===== src/rtl/bfm_pkg.sv =====
package bfm_pkg;

    // fault slot positions in the status vector; order is also priority
    localparam int unsigned F_TMO   = 0;
    localparam int unsigned F_SYS   = 1;
    localparam int unsigned F_DAT   = 2;
    localparam int unsigned F_ADR   = 3;
    localparam int unsigned N_FAULT = 4;

    typedef enum logic [3:0] {
        CODE_NONE = 4'h0,
        CODE_ADR  = 4'h2,
        CODE_TMO  = 4'h3,
        CODE_SYS  = 4'h5,
        CODE_DAT  = 4'h6
    } fault_code_e;

    typedef struct packed {
        logic adr;
        logic dat;
        logic sys;
        logic tmo;
    } fault_vec_t;

    function automatic fault_code_e slot_code(input int unsigned slot);
        case (slot)
            F_TMO:   return CODE_TMO;
            F_SYS:   return CODE_SYS;
            F_DAT:   return CODE_DAT;
            F_ADR:   return CODE_ADR;
            default: return CODE_NONE;
        endcase
    endfunction

    function automatic int unsigned code_slot(input logic [3:0] code);
        case (code)
            CODE_TMO: return F_TMO;
            CODE_SYS: return F_SYS;
            CODE_DAT: return F_DAT;
            default:  return F_ADR;
        endcase
    endfunction

endpackage


===== src/rtl/bfm_parity_chk.sv =====
module bfm_parity_chk #(
    parameter int unsigned W = 8
) (
    input  logic         en,
    input  logic [W-1:0] word,
    input  logic         par,
    output logic         err
);
    // odd parity: a clean word plus its parity bit holds an odd ones count
    logic ones_odd;

    assign ones_odd = ^{word, par};
    assign err      = en & ~ones_odd;

endmodule


===== src/rtl/bfm_reply_timer.sv =====
module bfm_reply_timer #(
    parameter int unsigned TIMEOUT_CYC = 46000
) (
    input  logic clk,
    input  logic rst,
    input  logic arm,
    input  logic reply,
    output logic expired
);
    localparam int unsigned CW = $clog2(TIMEOUT_CYC + 1);
    localparam logic [CW-1:0] LOAD = CW'(TIMEOUT_CYC);

    logic          busy_q;
    logic [CW-1:0] cnt_q;
    logic          last;

    assign last    = busy_q && (cnt_q == CW'(1));
    assign expired = last && !reply && !arm;

    always_ff @(posedge clk) begin
        if (rst) begin
            busy_q <= 1'b0;
            cnt_q  <= '0;
        end else if (arm) begin
            busy_q <= 1'b1;
            cnt_q  <= LOAD;
        end else if (busy_q && (reply || last)) begin
            busy_q <= 1'b0;
            cnt_q  <= '0;
        end else if (busy_q) begin
            cnt_q  <= cnt_q - CW'(1);
        end
    end

    AST_TMO_CNT_BOUND: assert property (@(posedge clk) disable iff (rst)
        cnt_q <= LOAD);

    AST_TMO_ONE_SHOT: assert property (@(posedge clk) disable iff (rst)
        expired |=> !busy_q);

endmodule


===== src/rtl/bfm_fault_arb.sv =====
module bfm_fault_arb
    import bfm_pkg::*;
(
    input  logic                clk,
    input  logic                rst,
    input  fault_vec_t          faults,
    input  logic [N_FAULT-1:0]  clr,
    output logic                irq_valid,
    output logic [3:0]          irq_code,
    output logic [N_FAULT-1:0]  status
);
    logic [N_FAULT-1:0] hit;
    logic [N_FAULT-1:0] status_q;
    fault_code_e        code_d;
    logic               irq_q;
    logic [3:0]         code_q;

    assign hit = faults;

    // lowest slot index has highest priority
    always_comb begin
        code_d = CODE_NONE;
        for (int i = N_FAULT - 1; i >= 0; i--) begin
            if (hit[i]) code_d = slot_code(i);
        end
    end

    generate
        for (genvar g = 0; g < N_FAULT; g++) begin : g_stat
            always_ff @(posedge clk) begin
                if (rst)         status_q[g] <= 1'b0;
                else if (hit[g]) status_q[g] <= 1'b1;
                else if (clr[g]) status_q[g] <= 1'b0;
            end
        end
    endgenerate

    always_ff @(posedge clk) begin
        if (rst) begin
            irq_q  <= 1'b0;
            code_q <= CODE_NONE;
        end else begin
            irq_q  <= |hit;
            code_q <= code_d;
        end
    end

    assign irq_valid = irq_q;
    assign irq_code  = code_q;
    assign status    = status_q;

    AST_STATUS_STICKY: assert property (@(posedge clk) disable iff (rst)
        (($past(status_q) & ~$past(clr)) & ~status_q) == '0);

    AST_IRQ_HAS_STATUS: assert property (@(posedge clk) disable iff (rst)
        irq_q |-> status_q[code_slot(code_q)]);

    AST_CODE_LEGAL: assert property (@(posedge clk) disable iff (rst)
        irq_q |-> (code_q == CODE_TMO || code_q == CODE_SYS ||
                   code_q == CODE_DAT || code_q == CODE_ADR));

    AST_IDLE_CODE_ZERO: assert property (@(posedge clk) disable iff (rst)
        !irq_q |-> code_q == CODE_NONE);

endmodule


===== src/rtl/bus_fault_mon.sv =====
module bus_fault_mon
    import bfm_pkg::*;
#(
    parameter int unsigned TIMEOUT_CYC = 46000,
    parameter int unsigned ADDR_W      = 16,
    parameter int unsigned MEM_WORDS   = 49152
) (
    input  logic              clk,
    input  logic              rst,
    input  logic              req_issue,
    input  logic              rx_valid,
    input  logic [7:0]        rx_hdr,
    input  logic              rx_hdr_par,
    input  logic              rx_has_data,
    input  logic [15:0]       rx_data,
    input  logic              rx_data_par,
    input  logic              rx_for_iop,
    input  logic              iop_wait,
    input  logic              tx_valid,
    input  logic [7:0]        tx_hdr,
    input  logic              tx_hdr_par,
    input  logic              tx_mem,
    input  logic [ADDR_W-1:0] tx_addr,
    input  logic [3:0]        status_clr,
    output logic              irq_valid,
    output logic [3:0]        irq_code,
    output logic              xfer_err,
    output logic [3:0]        fault_status
);
    localparam logic [ADDR_W:0] ADDR_LIMIT = (ADDR_W + 1)'(MEM_WORDS);

    logic       rx_hdr_bad;
    logic       tx_hdr_bad;
    logic       rx_dat_bad;
    logic       addr_bad;
    logic       reply;
    logic       tmo_hit;
    logic       xfer_q;
    fault_vec_t faults;

    bfm_parity_chk #(.W(8)) u_rx_hdr_chk (
        .en   (rx_valid),
        .word (rx_hdr),
        .par  (rx_hdr_par),
        .err  (rx_hdr_bad)
    );

    bfm_parity_chk #(.W(8)) u_tx_hdr_chk (
        .en   (tx_valid),
        .word (tx_hdr),
        .par  (tx_hdr_par),
        .err  (tx_hdr_bad)
    );

    bfm_parity_chk #(.W(16)) u_rx_dat_chk (
        .en   (rx_valid && rx_has_data),
        .word (rx_data),
        .par  (rx_data_par),
        .err  (rx_dat_bad)
    );

    assign addr_bad = tx_valid && tx_mem && ({1'b0, tx_addr} >= ADDR_LIMIT);
    assign reply    = rx_valid && !rx_for_iop && !rx_hdr_bad;

    bfm_reply_timer #(.TIMEOUT_CYC(TIMEOUT_CYC)) u_timer (
        .clk     (clk),
        .rst     (rst),
        .arm     (req_issue),
        .reply   (reply),
        .expired (tmo_hit)
    );

    always_comb begin
        faults.tmo = tmo_hit;
        faults.sys = rx_hdr_bad || tx_hdr_bad;
        faults.dat = rx_dat_bad;
        faults.adr = addr_bad;
    end

    bfm_fault_arb u_arb (
        .clk       (clk),
        .rst       (rst),
        .faults    (faults),
        .clr       (status_clr),
        .irq_valid (irq_valid),
        .irq_code  (irq_code),
        .status    (fault_status)
    );

    // shared module number: a corrupted inbound transfer touching the IOP
    // side is also reported back to the requester
    always_ff @(posedge clk) begin
        if (rst) xfer_q <= 1'b0;
        else     xfer_q <= rx_hdr_bad && (rx_for_iop || iop_wait);
    end

    assign xfer_err = xfer_q;

    AST_XFER_NEEDS_SYSPAR: assert property (@(posedge clk) disable iff (rst)
        xfer_err |-> (fault_status[F_SYS] && irq_valid));

    AST_XFER_INBOUND_ONLY: assert property (@(posedge clk) disable iff (rst)
        (tx_hdr_bad && !rx_valid) |=> !xfer_err);

    AST_ADDR_FAULT_FLAGS: assert property (@(posedge clk) disable iff (rst)
        addr_bad |=> (irq_valid && fault_status[F_ADR]));

endmodule


===== config.mk =====
export PLATFORM = sky130hd
export DESIGN_NAME = bus_fault_mon
export DESIGN_NICKNAME = d
export VERILOG_FILES = /design/src/rtl/bfm_pkg.sv /design/src/rtl/bfm_parity_chk.sv /design/src/rtl/bfm_reply_timer.sv /design/src/rtl/bfm_fault_arb.sv /design/src/rtl/bus_fault_mon.sv
export SDC_FILE = /design/constraint.sdc
export NUM_CORES = 1
export LEC_CHECK = 0
export BUFFER_PORTS_ARGS = -buffer_cell sky130_fd_sc_hd__buf_2
export CAP_MARGIN = 10
export CORE_UTILIZATION = 54
export CTS_BUF_LIST = sky130_fd_sc_hd__clkbuf_8
export DETAILED_ROUTE_END_ITERATION = 12
export GPL_ROUTABILITY_DRIVEN = 0
export GPL_TIMING_DRIVEN = 0
export MAX_ROUTING_LAYER = met4
export PLACE_DENSITY_LB_ADDON = 0.1
export SLEW_MARGIN = 15
export SYNTH_ARGS = -nofsm -noshare
export SYNTH_HDL_FRONTEND = slang
export SYNTH_HIERARCHICAL = 1
export SYNTH_SLANG_ARGS = --single-unit

===== constraint.sdc =====
create_clock -name clk -period 5.3 [get_ports clk]
set_input_delay 0.53 -clock clk [delete_from_list [all_inputs] [get_ports clk]]
set_output_delay 0.53 -clock clk [all_outputs]
set_load 0.01 [all_outputs]

# ---- Word-level counts from Yosys, hierarchy flattened
# Index checks and enable logic that the tools add are counted.
dict set report word_totals {
  register_bits 27
  romBits 0
  latch_bits 0
  ram_bits 0
  memories 0
}
dict set report op_classes {
  mul 0
  div_mod_pow 0
  eq_ne 1
  reduce_logical 30
  bitwise 6
  muxes 17
  magnitude_cmp 1
  n_shift 0
  n_addsub 1
}
# cell n
set ops {}
lappend ops {{16-bit 2-to-1 mux} 3}
lappend ops {{9-bit XOR reduction} 2}
lappend ops {{17-bit XOR reduction} 1}
lappend ops {{16-bit by 1-bit equality test with 1-bit output (second input constant)} 1}
lappend ops {{16-bit greater-or-equal comparator (second input constant)} 1}
lappend ops {{16-bit by 1-bit subtractor with 16-bit output (second input constant)} 1}
lappend ops {{1-bit logical AND} 10}
lappend ops {{1-bit 2-to-1 mux} 10}
lappend ops {{2-bit nonzero test} 5}
lappend ops {{4-bit OR reduction} 2}
lappend ops {{3-bit 2-to-1 mux} 2}
lappend ops {{1-bit zero test} 4}
lappend ops {{2-bit 2-to-1 mux} 2}
lappend ops {{1-bit bitwise AND} 3}
lappend ops {{1-bit logical OR} 3}
lappend ops {{1-bit inverter} 3}
lappend ops {{3-bit nonzero test} 1}
lappend ops {{3-bit OR reduction} 1}
lappend ops {{2-bit OR reduction} 1}

# ---- Depth between registers and ports, before layout
dict set report depth {
  depth_word 9
  mapped_depth 8
  ltp_nobuf 8
}

# ---- Hierarchy
# Netlist, hierarchy kept.
# mod area_per_inst_um2 cells_each n_inst
set by_module_without_submodules {}
lappend by_module_without_submodules {bfm_reply_timer 1109.8 126 1}
lappend by_module_without_submodules {bfm_fault_arb 281.5 29 1}
lappend by_module_without_submodules {{bfm_parity_chk (u_rx_hdr_chk ...)} 96.3 9 2}
lappend by_module_without_submodules {{bfm_parity_chk (u_rx_dat_chk)} 161.4 16 1}
lappend by_module_without_submodules {bus_fault_mon 65.1 7 1}

# ---- Worst setup path before layout
# OpenSTA, ideal clock, no wires.
dict set report synth_path {
  kind {input-to-reg}
  from {input rx_hdr[0]}
  to {register u_arb.irq_q, in the netlist u_arb/irq_valid}
  t_arrival_ns 2.261
  path_buffers 1
  cell_stages 8
  slack_ns 2.965
  path_cell_list {xor3_1 -> or2_1 -> mux2i_1 -> nor3b_1 -> clkbuf_1 -> nor4_1 -> nor2_1 -> a31oi_1}
}
# element line
set synth_lines {}
lappend synth_lines {{start, declared} bus_fault_mon.sv:12} ;# input logic [7:0] rx_hdr,
lappend synth_lines {{end signal, assigned} bfm_fault_arb.sv:43} ;# irq_q <= |hit;
lappend synth_lines {{end, declared} bfm_fault_arb.sv:15} ;# logic irq_q;

==> implementation parameters <==
Parameter                              Value

Timing
  Number of endpoints with negative hold slack in the final report ... 0
  Final TNS setup ... 0 ns
  F_max ... roughly 0.39 GHz
  Portion of the clock cycle consumed by the worst path in the final layout ... approximately half
  Final clock skew ... roughly 0.0023 ns
  Number of max-slew violations in the final report ... 0
  Setup repair after global routing missed its margin ... false
  Worst Setup Slack, final ... around 2.7 ns
  Final setup violation count ... 0
  Remaining max-slew budget at the tightest pin ... 56.0%
  Post-route minimum period ... about 2.6 ns
  Pin slew with the least headroom to its limit ... about 0.65 ns

Clocking
  Num Clock Sinks ... 26
  CTS tree ... yes
  CTS clk-pin slew, worst paths ... around 0.090 ns
  Post-CTS setup buffers ... 0
  Hold buffer count at cts ... 0
  Buffer depth of the longest clock path ... 2
  Max H-tree Level ... 1
  Number of cells upsized or downsized after cts ... 0
  Clock tree root driver cell ... sky130_fd_sc_hd__clkbuf_8
  Number of buffers created by CTS ... 3
  Skew-Pair Late Insertion Delay ... approximately 0.27 ns

GRT
  Global-route wire length before repair ... approximately 6 mm
  Via count of the first global-routing pass ... ~1400
  GR Overflow Total ... 0
  Initial antenna violation count ... 0
  Tot GR Track Use ... 22.9%
  Maximum number of pins on one net before global-route repair ... 16

Floorplanning
  Floorplan die area ... around 3600 µm²
  Die extent in y ... 59.9 µm
  Starting Density ... between 50% and 60%
  Placeable core region ... between 3000 and 4000 µm²
  Width of the chip ... ~60 µm
  Placement Rows ... 20
  Count of pins on the block boundary ... between 70 and 80

Synth
  Avg Inst Size Synth ... a little over 9 µm²
  Ys async rst share ... 0%
  Cell taking the most area after synthesis ... sky130_fd_sc_hd__dfxtp_1
  Most used standard cell by instance count after synthesis ... sky130_fd_sc_hd__dfxtp_1
  Cells after synthesis ... between 150 and 200
  Sequential fraction of the synthesis area ... 28.7%
  Post-synthesis instance area ... approximately 1800 µm²
  Number of enable-type register cells in the synthesized netlist ... 0
  Post-synthesis sequential element count ... 26
  Largest cells by area after synthesis ... sky130_fd_sc_hd__dfxtp_1, sky130_fd_sc_hd__xnor2_1, sky130_fd_sc_hd__xnor3_1
  Top cells by instance count after synthesis ... sky130_fd_sc_hd__dfxtp_1, sky130_fd_sc_hd__a21oi_1, sky130_fd_sc_hd__inv_1
  Netlist cell types ... 64
  Share of Yosys cell area claimed by the top area cell type ... 28.7%
  Leading register cell type out of synthesis ... sky130_fd_sc_hd__dfxtp_1
  Post-synthesis net count ... ~260
  YS warnings ... 6

Power
  Part of the power in registers ... roughly two fifths
  Switching power summed over all nets ... around 170 µW
  Worst voltage drop across the vdd grid ... 153 µV
  Clk network pwr share ... between 20% and 30%
  Switching Share ... between 20% and 30%
  Power density over cell area ... roughly 270 nW/µm²
  Leakage power of the design ... just under 0.001 µW
  Relative contribution of combinational cells to total power ... roughly a third
  Internal Power ... between 400 and 500 µW

Worst hold path
  Hold path start ... u_arb/status[0]
  Class of the tightest hold or removal check ... flop to flop

Layout
  Filler cell count in the final layout ... between 200 and 250
  Net count reported at finish ... around 330
  Post-route design area ... between 2000 and 2500 µm²
  Area growth from synthesis to layout ... 23.0%
  Antenna cell count ... 0
  Layout cell share with drive strength beyond 1 ... between 30% and 40%

Critical path
  Launching point of the worst reg2reg path ... u_timer/cnt_q[0]
  Highest fanout seen on the critical path ... 10
  Worst endpoint required time ... 5.51 ns
  Critical path origin ... rx_hdr[0]
  Category of the most critical setup path ... input pin to flop
  Data arrival time of the critical path ... 2.76 ns
  Slowest stage delay, CP ... 0.63 ns
  Startpoint kind of the worst setup timing path ... input pin
  Largest delay share family, worst path ... simple AND/OR/NAND/NOR gates
  Count of buffering cells on the critical path with inverters included ... 2
  Critical Path Sink Type ... flop
  Cell-by-cell trace of the critical path ... buf_2 > xor3_1 > or2_1 > mux2i_1 > nor3b_1 > clkbuf_1 > nor4_1 > nor2_1 > a31oi_1
  Cell with the largest stage delay on the worst path ... sky130_fd_sc_hd__nor4_1

Route
  DR WL met3 ... 287 µm
  Via-per-instance ratio ... about 5.5
  Drt wl/cell ... about 13 µm
  Number of nets still failing antenna checks after routing ... 0
  Remaining DRCs ... 0
  Highest Signal Layer ... met4
  Total number of vias ... about 1600
  Routed length on met1 ... 1.84 mm
  Number of iterations in the first detailed-routing pass ... 4
  Met2 wire len ... 1.77 mm
  Post-Route WL ... 3.94 mm
  DRC violation total after the first TritonRoute iteration ... 74

Placed design
  Port buffer count ... between 50 and 60
  Detailed-placement wirelength estimate ... ~3 mm
  Instance area after placement ... between 2000 and 2500 µm²
  Setup WS pre-CTS ... approximately 2.5 ns

Flow run
  Max Cap Violations ... 0

Run status
  Run status ... finished clean
-- logic make-up after synthesis --
logic type      count (synthesis)  share of synthesized area [%]
xor+xnor                       25                           16.8
other cells                     1                          0.207
buf+inv                        22                           6.43
flops                          26                           28.7
fa+ha+maj                       2                           1.38
mux                             3                           1.66
simple gates                   61                           24.0
compound gates                 56                           20.8
-- worst reg2reg max path: cells and delay by family, from the launching register on --
| family | cells | cell delay, ns |
|---|---|---|
| flops | 1 | 0.49 |
| compound gates | 1 | 0.19 |
| fa+ha+maj | 1 | 0.20 |
| simple gates | 4 | 1.44 |
-- power by group through the flow --
stage	registers, µW	clock network (µW)	logic [µW]
2_1_floorplan	239	0	136
6_report	232	165	194
3_3_place_gp	236	0	191
4_1_cts	232	170	194
3_5_place_dp	236	0	193
5_1_grt	235	177	212
-- metal layers --
metal	global-route usage, %	up-vias
li1	-	849
met1	27.3	729
met2	39.5	66
met3	3.68	4
met4	6.31	0
met5	-	-
-- cell type report --
| cell class | count | area [µm²] | area share (%) |
|---|---|---|---|
| buffer | 8 | 63.8 | 2.87 |
| clock buffer | 3 | 41.3 | 1.85 |
| clock inverter | 1 | 30.0 | 1.35 |
| inverter | 14 | 52.6 | 2.36 |
| multi-input combinational | 148 | 1170 | 52.7 |
| sequential | 26 | 520 | 23.4 |
| tap | 44 | 55.1 | 2.47 |
| timing repair buffer | 58 | 290 | 13.0 |
-- path summary, 6_finish.rpt --
path,cells past startpoint,end,slack [ns]
max,9,u_arb/irq_valid,2.75
min,2,u_arb/status[0],0.47
max reg2reg,6,u_arb/irq_valid,2.92
min reg2reg,2,u_arb/status[0],0.47
-- flip-flops by register name, summed over array words and instances, names as in the netlist --
register,cells
u_timer/busy_q,1
u_arb/status,4
xfer_err,1
u_arb/irq_valid,1
u_arb/irq_code,3
u_timer/cnt_q,16
-- cells in the final DEF (no fill, tap or decap), types with 6 or more instances in the layout --
cell / synthesis / final
sky130_fd_sc_hd__inv_1: 14 / 14
sky130_fd_sc_hd__a21oi_1: 14 / 14
sky130_fd_sc_hd__o21ai_0: 9 / 9
sky130_fd_sc_hd__xor2_1: 6 / 6
sky130_fd_sc_hd__xnor2_1: 13 / 13
sky130_fd_sc_hd__a31oi_1: 7 / 7
sky130_fd_sc_hd__nor2_1: 9 / 9
sky130_fd_sc_hd__buf_2: 1 / 59
sky130_fd_sc_hd__dfxtp_1: 26 / 26
-- metrics by stage --
| step | power (µW) | cells | utilization, % | hold WS [ns] |
|---|---|---|---|---|
| 2_1_floorplan | 375 | 196 | - | 0.459 |
| 3_3_place_gp | 427 | 298 | 68.9 | 0.458 |
| 3_5_place_dp | 430 | 298 | 68.9 | 0.459 |
| 4_1_cts | 596 | 302 | 71.2 | 0.474 |
| 5_1_grt | 624 | 302 | 71.2 | 0.496 |
| 6_report | 592 | 302 | 71.2 | 0.471 |
Power figures use the tool's default switching activity.
